--- src/rtl/pll_poll_pkg.sv ---
package pll_poll_pkg;

  typedef enum logic [1:0] {
    SEL_PIXEL = 2'd0,
    SEL_LOOP  = 2'd1,
    SEL_MEM   = 2'd2
  } pll_sel_e;

  typedef enum logic [3:0] {
    ST_IDLE,
    ST_WAIT,
    ST_POLL,
    ST_R_PA1,
    ST_R_SELP,
    ST_R_LP1,
    ST_R_RD,
    ST_R_WB,
    ST_R_PA2,
    ST_R_SELS,
    ST_R_LP2
  } poll_state_e;

  typedef struct packed {
    logic       we;
    logic       addr;
    logic [7:0] wdata;
  } bus_cmd_t;

  localparam logic PORT_INDEX = 1'b0;
  localparam logic PORT_DATA  = 1'b1;
  localparam int   LOCK_BIT   = 6;

endpackage

--- src/rtl/pll_tick_gen.sv ---
module pll_tick_gen #(
  parameter int TICK_CYCLES = 1250
) (
  input  logic clk,
  input  logic rst,
  input  logic run,
  output logic tick
);
  localparam int TW = $clog2(TICK_CYCLES + 1);
  localparam logic [TW-1:0] LAST = TW'(TICK_CYCLES - 1);

  logic [TW-1:0] cnt;

  always_ff @(posedge clk) begin
    if (rst || !run) begin
      cnt  <= '0;
      tick <= 1'b0;
    end else if (cnt == LAST) begin
      cnt  <= '0;
      tick <= 1'b1;
    end else begin
      cnt  <= cnt + 1'b1;
      tick <= 1'b0;
    end
  end
endmodule

--- src/rtl/pll_try_ctr.sv ---
module pll_try_ctr #(
  parameter int MAX_TRIES = 5000
) (
  input  logic clk,
  input  logic rst,
  input  logic clr,
  input  logic inc,
  output logic at_last
);
  localparam int CW = $clog2(MAX_TRIES + 1);
  localparam logic [CW-1:0] LAST = CW'(MAX_TRIES - 1);

  logic [CW-1:0] cnt;

  always_ff @(posedge clk) begin
    if (rst || clr) cnt <= '0;
    else if (inc)   cnt <= cnt + 1'b1;
  end

  assign at_last = (cnt == LAST);
endmodule

--- src/rtl/pll_bus_port.sv ---
module pll_bus_port
  import pll_poll_pkg::*;
(
  input  logic       clk,
  input  logic       rst,
  input  logic       cmd_valid,
  input  bus_cmd_t   cmd,
  output logic       cmd_done,
  output logic [7:0] rsp_data,
  output logic       bus_req,
  output logic       bus_we,
  output logic       bus_addr,
  output logic [7:0] bus_wdata,
  input  logic       bus_ack,
  input  logic [7:0] bus_rdata
);
  always_ff @(posedge clk) begin
    if (rst) begin
      bus_req   <= 1'b0;
      bus_we    <= 1'b0;
      bus_addr  <= 1'b0;
      bus_wdata <= '0;
      cmd_done  <= 1'b0;
      rsp_data  <= '0;
    end else begin
      cmd_done <= 1'b0;
      if (!bus_req && cmd_valid) begin
        bus_req   <= 1'b1;
        bus_we    <= cmd.we;
        bus_addr  <= cmd.addr;
        bus_wdata <= cmd.wdata;
      end else if (bus_req && bus_ack) begin
        bus_req  <= 1'b0;
        cmd_done <= 1'b1;
        rsp_data <= bus_rdata;
      end
    end
  end
endmodule

--- src/rtl/pll_lock_poller.sv ---
module pll_lock_poller
  import pll_poll_pkg::*;
#(
  parameter int         TICK_CYCLES   = 1250,
  parameter int         MAX_TRIES     = 5000,
  parameter int         VCO_W         = 32,
  parameter int         VCO_LIMIT_KHZ = 180000,
  parameter logic [7:0] IDX_PLL_ADDR  = 8'h2C,
  parameter logic [7:0] IDX_LOOP_DATA = 8'h2F,
  parameter logic [7:0] SEL_LOOP_P    = 8'hEA,
  parameter logic [7:0] SEL_STATUS    = 8'hFF
) (
  input  logic             clk,
  input  logic             rst,
  input  logic             start,
  input  logic [1:0]       pll_sel,
  input  logic [VCO_W-1:0] vco_khz,
  output logic             bus_req,
  output logic             bus_we,
  output logic             bus_addr,
  output logic [7:0]       bus_wdata,
  input  logic             bus_ack,
  input  logic [7:0]       bus_rdata,
  output logic             done,
  output logic             lock_err
);
  localparam logic [VCO_W-1:0] VCO_LIMIT = VCO_W'(VCO_LIMIT_KHZ);

  poll_state_e state;
  logic        issued;
  logic        second_pass;
  logic        may_recover;
  logic [7:0]  p_val;

  logic        tick;
  logic        at_last;
  logic        try_clr;
  logic        try_inc;
  logic        cmd_valid;
  logic        cmd_done;
  logic [7:0]  rsp_data;
  logic        bus_state;
  logic        locked_rd;
  bus_cmd_t    cmd;

  pll_tick_gen #(.TICK_CYCLES(TICK_CYCLES)) u_tick (
    .clk (clk),
    .rst (rst),
    .run (state == ST_WAIT),
    .tick(tick)
  );

  pll_try_ctr #(.MAX_TRIES(MAX_TRIES)) u_tries (
    .clk    (clk),
    .rst    (rst),
    .clr    (try_clr),
    .inc    (try_inc),
    .at_last(at_last)
  );

  pll_bus_port u_bus (
    .clk      (clk),
    .rst      (rst),
    .cmd_valid(cmd_valid),
    .cmd      (cmd),
    .cmd_done (cmd_done),
    .rsp_data (rsp_data),
    .bus_req  (bus_req),
    .bus_we   (bus_we),
    .bus_addr (bus_addr),
    .bus_wdata(bus_wdata),
    .bus_ack  (bus_ack),
    .bus_rdata(bus_rdata)
  );

  // Command for the current bus-issuing state
  always_comb begin
    bus_state = 1'b1;
    cmd       = '{we: 1'b1, addr: PORT_INDEX, wdata: 8'h00};
    unique case (state)
      ST_POLL:   cmd = '{we: 1'b0, addr: PORT_DATA,  wdata: 8'h00};
      ST_R_PA1:  cmd = '{we: 1'b1, addr: PORT_INDEX, wdata: IDX_PLL_ADDR};
      ST_R_SELP: cmd = '{we: 1'b1, addr: PORT_DATA,  wdata: SEL_LOOP_P};
      ST_R_LP1:  cmd = '{we: 1'b1, addr: PORT_INDEX, wdata: IDX_LOOP_DATA};
      ST_R_RD:   cmd = '{we: 1'b0, addr: PORT_DATA,  wdata: 8'h00};
      ST_R_WB:   cmd = '{we: 1'b1, addr: PORT_DATA,  wdata: p_val - 8'd1};
      ST_R_PA2:  cmd = '{we: 1'b1, addr: PORT_INDEX, wdata: IDX_PLL_ADDR};
      ST_R_SELS: cmd = '{we: 1'b1, addr: PORT_DATA,  wdata: SEL_STATUS};
      ST_R_LP2:  cmd = '{we: 1'b1, addr: PORT_INDEX, wdata: IDX_LOOP_DATA};
      default:   bus_state = 1'b0;
    endcase
  end

  assign cmd_valid = bus_state && !issued;
  assign locked_rd = rsp_data[LOCK_BIT];
  assign try_clr   = ((state == ST_IDLE) && start) ||
                     ((state == ST_R_LP2) && cmd_done);
  assign try_inc   = (state == ST_POLL) && cmd_done && !locked_rd && !at_last;

  always_ff @(posedge clk) begin
    if (rst) begin
      state       <= ST_IDLE;
      issued      <= 1'b0;
      second_pass <= 1'b0;
      may_recover <= 1'b0;
      p_val       <= '0;
      done        <= 1'b0;
      lock_err    <= 1'b0;
    end else begin
      done <= 1'b0;
      if (cmd_valid)     issued <= 1'b1;
      else if (cmd_done) issued <= 1'b0;

      unique case (state)
        ST_IDLE: begin
          if (start) begin
            lock_err    <= 1'b0;
            second_pass <= 1'b0;
            may_recover <= (pll_sel == SEL_LOOP) && (vco_khz > VCO_LIMIT);
            state       <= ST_WAIT;
          end
        end
        ST_WAIT: if (tick) state <= ST_POLL;
        ST_POLL: begin
          if (cmd_done) begin
            if (locked_rd) begin
              done  <= 1'b1;
              state <= ST_IDLE;
            end else if (!at_last) begin
              state <= ST_WAIT;
            end else if (!second_pass && may_recover) begin
              state <= ST_R_PA1;
            end else begin
              done     <= 1'b1;
              lock_err <= 1'b1;
              state    <= ST_IDLE;
            end
          end
        end
        ST_R_PA1:  if (cmd_done) state <= ST_R_SELP;
        ST_R_SELP: if (cmd_done) state <= ST_R_LP1;
        ST_R_LP1:  if (cmd_done) state <= ST_R_RD;
        ST_R_RD: begin
          if (cmd_done) begin
            p_val <= rsp_data;
            state <= (rsp_data[1:0] != 2'b00) ? ST_R_WB : ST_R_PA2;
          end
        end
        ST_R_WB:   if (cmd_done) state <= ST_R_PA2;
        ST_R_PA2:  if (cmd_done) state <= ST_R_SELS;
        ST_R_SELS: if (cmd_done) state <= ST_R_LP2;
        ST_R_LP2: begin
          if (cmd_done) begin
            second_pass <= 1'b1;
            state       <= ST_WAIT;
          end
        end
        default: state <= ST_IDLE;
      endcase
    end
  end
endmodule

--- config.mk ---
export PLATFORM = sky130hd
export DESIGN_NAME = pll_lock_poller
export DESIGN_NICKNAME = d
export VERILOG_FILES = /design/src/rtl/pll_poll_pkg.sv /design/src/rtl/pll_tick_gen.sv /design/src/rtl/pll_try_ctr.sv /design/src/rtl/pll_bus_port.sv /design/src/rtl/pll_lock_poller.sv
export SDC_FILE = /design/constraint.sdc
export NUM_CORES = 1
export LEC_CHECK = 0
export BUFFER_PORTS_ARGS = -buffer_cell sky130_fd_sc_hd__clkbuf_2
export CORE_MARGIN = 2
export CORE_UTILIZATION = 40
export DETAILED_ROUTE_END_ITERATION = 7
export GPL_TIMING_DRIVEN = 1
export HOLD_SLACK_MARGIN = 0.05
export PLACE_DENSITY = 0.58
export SYNTH_ARGS = -nofsm -noshare
export SYNTH_HDL_FRONTEND = slang
export SYNTH_SLANG_ARGS = --single-unit
--- constraint.sdc ---
create_clock -name clk -period 3.4 [get_ports clk]
set_input_delay 0.34 -clock clk [delete_from_list [all_inputs] [get_ports clk]]
set_output_delay 0.34 -clock clk [all_outputs]
set_load 0.02 [all_outputs]
==> impl_metrics.ini <==
[setup_path]
worstSetupEndpointType = flip-flop
worst-path-max-fanout = 23
critPathArrivalTime_ns = 2.62
worst_ep_required_time_ns = 3.67
worst_setup_path_start_kind = flip-flop
worst_r2r_path_depth = 4
setup.reg_to_reg.worst_slack_ns = 1.05
kind_of_critical_path = reg -> reg
cp.depth = 4
rr_startpoint = state[3]
cp_slowest_cell = sky130_fd_sc_hd__dfxtp_1
crit_path_cell_trace = nor3_1 > a2111oi_4 > o211ai_1 > a21oi_1
cp_slowest_stage_delay_ns = 0.90
crit-reg2reg-capture = u_bus.bus_wdata[2]
top_delay_family_on_crit_path = compound AO/OA/AOI/OAI gates
timing.critical_path.buf_inv = 0

[clock_network]
ctsHtreeMaxLevel = 3
cts-hold-fix-buffers = 0
clock_path_buffers = 2
cts_inserted_buffers = 9
cts_repair_resize_count = 0
clock_tree_from_tritoncts = done
tritoncts_num_sinks = 62
clk_latency_ns = 0.35
clkTransAtPathRegs_ns = 0.07
post-cts-setup-buffer-count = 0
ctsRootBufferMaster = sky130_fd_sc_hd__clkbuf_8

[routing]
sum_of_routed_wire_length_over_all_layers_um = 7440
met3RoutedLength_um = 231
wl_per_cell_um = 14.0
met1_length_um = 3440
route.detailed.drc = 0
wl_met2_um = 3670
num_vias = 2952
drtAntennaViolNets = 0
drt_pass1_iterations = 4
number_of_drc_markers_after_the_initial_detailed_route_iteration = 127
detail_route.vias_per_cell = 5.55
top_layer_used = met4

[placed_design]
post-dp-hpwl_um = 5340
portBuffers = 58
gp_congestion = 0.838

[logic_synthesis]
share_of_async_settable_or_async_resettable_flops_after_synthesis_pct = 0
avgSynthCellArea_um2 = 8.49
post_synthesis_net_count = 430
ys_warn_count = 0
synthDominantCellAreaShare_pct = 38.4
yosys_most_used_dff = sky130_fd_sc_hd__dfxtp_1
syn-cell-area_um2 = 3230
most_area_hungry_cell_type_in_the_yosys_netlist = sky130_fd_sc_hd__dfxtp_1
synth_top_cells_by_count = sky130_fd_sc_hd__dfxtp_1 (62), sky130_fd_sc_hd__a21oi_1 (32), sky130_fd_sc_hd__nor2_1 (31)
post_synth_inst_count = 380
ys_top_cells_by_area = sky130_fd_sc_hd__dfxtp_1 (38%), sky130_fd_sc_hd__a21oi_1 (5.0%), sky130_fd_sc_hd__nor2_1 (3.6%), sky130_fd_sc_hd__nand2_1 (3.3%), sky130_fd_sc_hd__mux2i_1 (3.1%)
synth_edf_count = 0
synth_seq_area_share_pct = 38.4
ys_ff_latch = 62
ys_types = 62
yosysMostFrequentCell = sky130_fd_sc_hd__dfxtp_1

[run_status]
status = finished clean

[final_layout]
nNetsFinal = 476
layout-area-overhead-vs-synth_pct = 15.3
drive_above_1_share_pct = 18.8
antenna_cells = 0
number_of_inserted_filler_cells_in_the_final_layout = 811
core_utilization_of_the_finished_layout_pct = 47.9
final-seq-area_um2 = 1240
multi_input_comb_area_um2 = 1830

[grt]
grt_pass1_wl_um = 12800
antenna_found_initial = 0
globalRoute.totalOverflow = 0
grt_start_max_net_pins = 36
first_global_vias = 2786
track_usage_pct = 18.2

[job]
timing.max_cap.violations = 0

[timing]
tightest_slew_ns = 0.876
maxSlewViolCount = 0
timing.final.crit_share_pct = 69.2
period_minus_slack_ns = 2.35
final.setup.tns_ns = 0
hold_viol_final = 0
finalSetupViolations = 0
grt_setup_unrepaired = no
achievable-frequency_mhz = 425
worst_clock_skew_ns = 0.0126
max_slew_margin_pct = 41.5

[power]
worst_vdd_drop_uv = 253
internal_power_uw = 1390
power_uw = 2170
netSwitchingPower_uw = 771
sequentialPowerShare_pct = 43.9
comb_power_share_pct = 26.5
netSwitchingFraction_pct = 35.6
cellLeakagePower_uw = 0.00133
pwr-share-clk_pct = 29.5
pwr_density_cell_nw_per_um2 = 581

[floorplanning]
die_area_um2 = 8810
start_util_pct = 41.6
die_height_um = 93.8
cell_rows = 32
coreArea_um2 = 7770
floorplan.die.width_um = 93.8
floorplan.io_pins = 59

[worst_hold_path]
hp-class = in -> reg
holdPathStages = 3
hold_path_end = u_bus.rsp_data[3]
worst_hold_path_startpoint = bus_rdata[3]
power groups by stage:
stage / clock, uW / sequential (uW) / combinational [uW]
2_1_floorplan: 0 / 945 / 438
4_1_cts: 651 / 949 / 580
6_report: 640 / 951 / 574
3_5_place_dp: 0 / 965 / 578
5_1_grt: 689 / 968 / 639
3_3_place_gp: 0 / 965 / 573
registers in the layout (all words and copies together), names as in the netlist:
name	cells
p_val	8
done	1
u_bus.bus_req	1
issued	1
u_bus.bus_we	1
u_tick.cnt	11
second_pass	1
u_bus.rsp_data	8
may_recover	1
u_bus.bus_addr	1
u_bus.bus_wdata	8
state	4
u_bus.cmd_done	1
lock_err	1
u_tries.cnt	13
u_tick.tick	1
final cells by class:
class                           count  area share [%]
Inverter                           12            1.21
Multi-Input combinational cell    283            49.2
Clock inverter                      4            1.28
Clock buffer                       11            3.80
Timing Repair Buffer               58            7.80
Tap cell                          102            3.43
Sequential cell                    62            33.3
worst reg2reg max path, stage by stage (launching register included):
cell	delay [ns]
sky130_fd_sc_hd__dfxtp_1	0.90
sky130_fd_sc_hd__nor3_1	0.23
sky130_fd_sc_hd__a2111oi_4	0.80
sky130_fd_sc_hd__o211ai_1	0.18
sky130_fd_sc_hd__a21oi_1	0.17
cell families after synthesis:
family | Yosys count | synth area share [%]
mux | 11 | 3.45
fa+ha+maj | 5 | 1.86
compound gates | 87 | 18.1
xor+xnor | 14 | 3.80
buf+inv | 35 | 4.84
flops | 62 | 38.4
simple gates | 166 | 29.5
cell usage in the layout, fill, tap and decap left out, types with 3 or more instances in the layout:
cell                        n
sky130_fd_sc_hd__xnor2_1    7
sky130_fd_sc_hd__nand3_1   20
sky130_fd_sc_hd__or3_1      8
sky130_fd_sc_hd__nor2b_1    6
sky130_fd_sc_hd__and4_1     4
sky130_fd_sc_hd__nor4_1     9
sky130_fd_sc_hd__inv_1     11
sky130_fd_sc_hd__nor3_1     9
sky130_fd_sc_hd__nor4b_1    4
sky130_fd_sc_hd__a21oi_1   32
sky130_fd_sc_hd__nand2b_1   5
sky130_fd_sc_hd__a31oi_1    3
sky130_fd_sc_hd__nor2_1    31
sky130_fd_sc_hd__clkbuf_8  10
sky130_fd_sc_hd__nand2_1   28
sky130_fd_sc_hd__o31ai_1    9
sky130_fd_sc_hd__a21o_1     4
sky130_fd_sc_hd__xor2_1     7
sky130_fd_sc_hd__mux2i_1   10
sky130_fd_sc_hd__clkbuf_2  58
sky130_fd_sc_hd__or4_1      9
sky130_fd_sc_hd__o21ai_0    5
sky130_fd_sc_hd__nand4_1   11
sky130_fd_sc_hd__and3_1     4
sky130_fd_sc_hd__ha_1       4
sky130_fd_sc_hd__o21ai_1    7
sky130_fd_sc_hd__a211oi_1   6
sky130_fd_sc_hd__dfxtp_1   62
how the worst max path moves through the flow:
stage | endpoint | start
finish | u_bus.bus_wdata[2] | state[3]
detailed placement | u_bus.bus_wdata[2] | state[3]
floorplan | u_tries.cnt[10] | u_tries.cnt[0]
global placement | u_bus.bus_wdata[2] | state[3]
global route | u_bus.bus_wdata[0] | state[3]
CTS | u_bus.bus_wdata[2] | state[3]
metal layers:
layer	global-route usage [%]	vias up
li1	-	1503
met1	21.5	1400
met2	31.6	39
met3	5.62	10
met4	5.43	0
met5	0	-
per-stage QoR:
step / area, um2 / std cells / worst slack [ns] / hold slack [ns]
after CTS: 3720 / 532 / 1.05 / 0.232
final: 3720 / 532 / 1.05 / 0.243
after global placement: 3530 / 517 / 1.14 / 0.439
after global routing: 3720 / 532 / 0.855 / 0.240
after floorplan: 3230 / 380 / 1.69 / 0.431
after detailed placement: 3530 / 517 / 1.07 / 0.448
(Power assumes the default switching activity.)
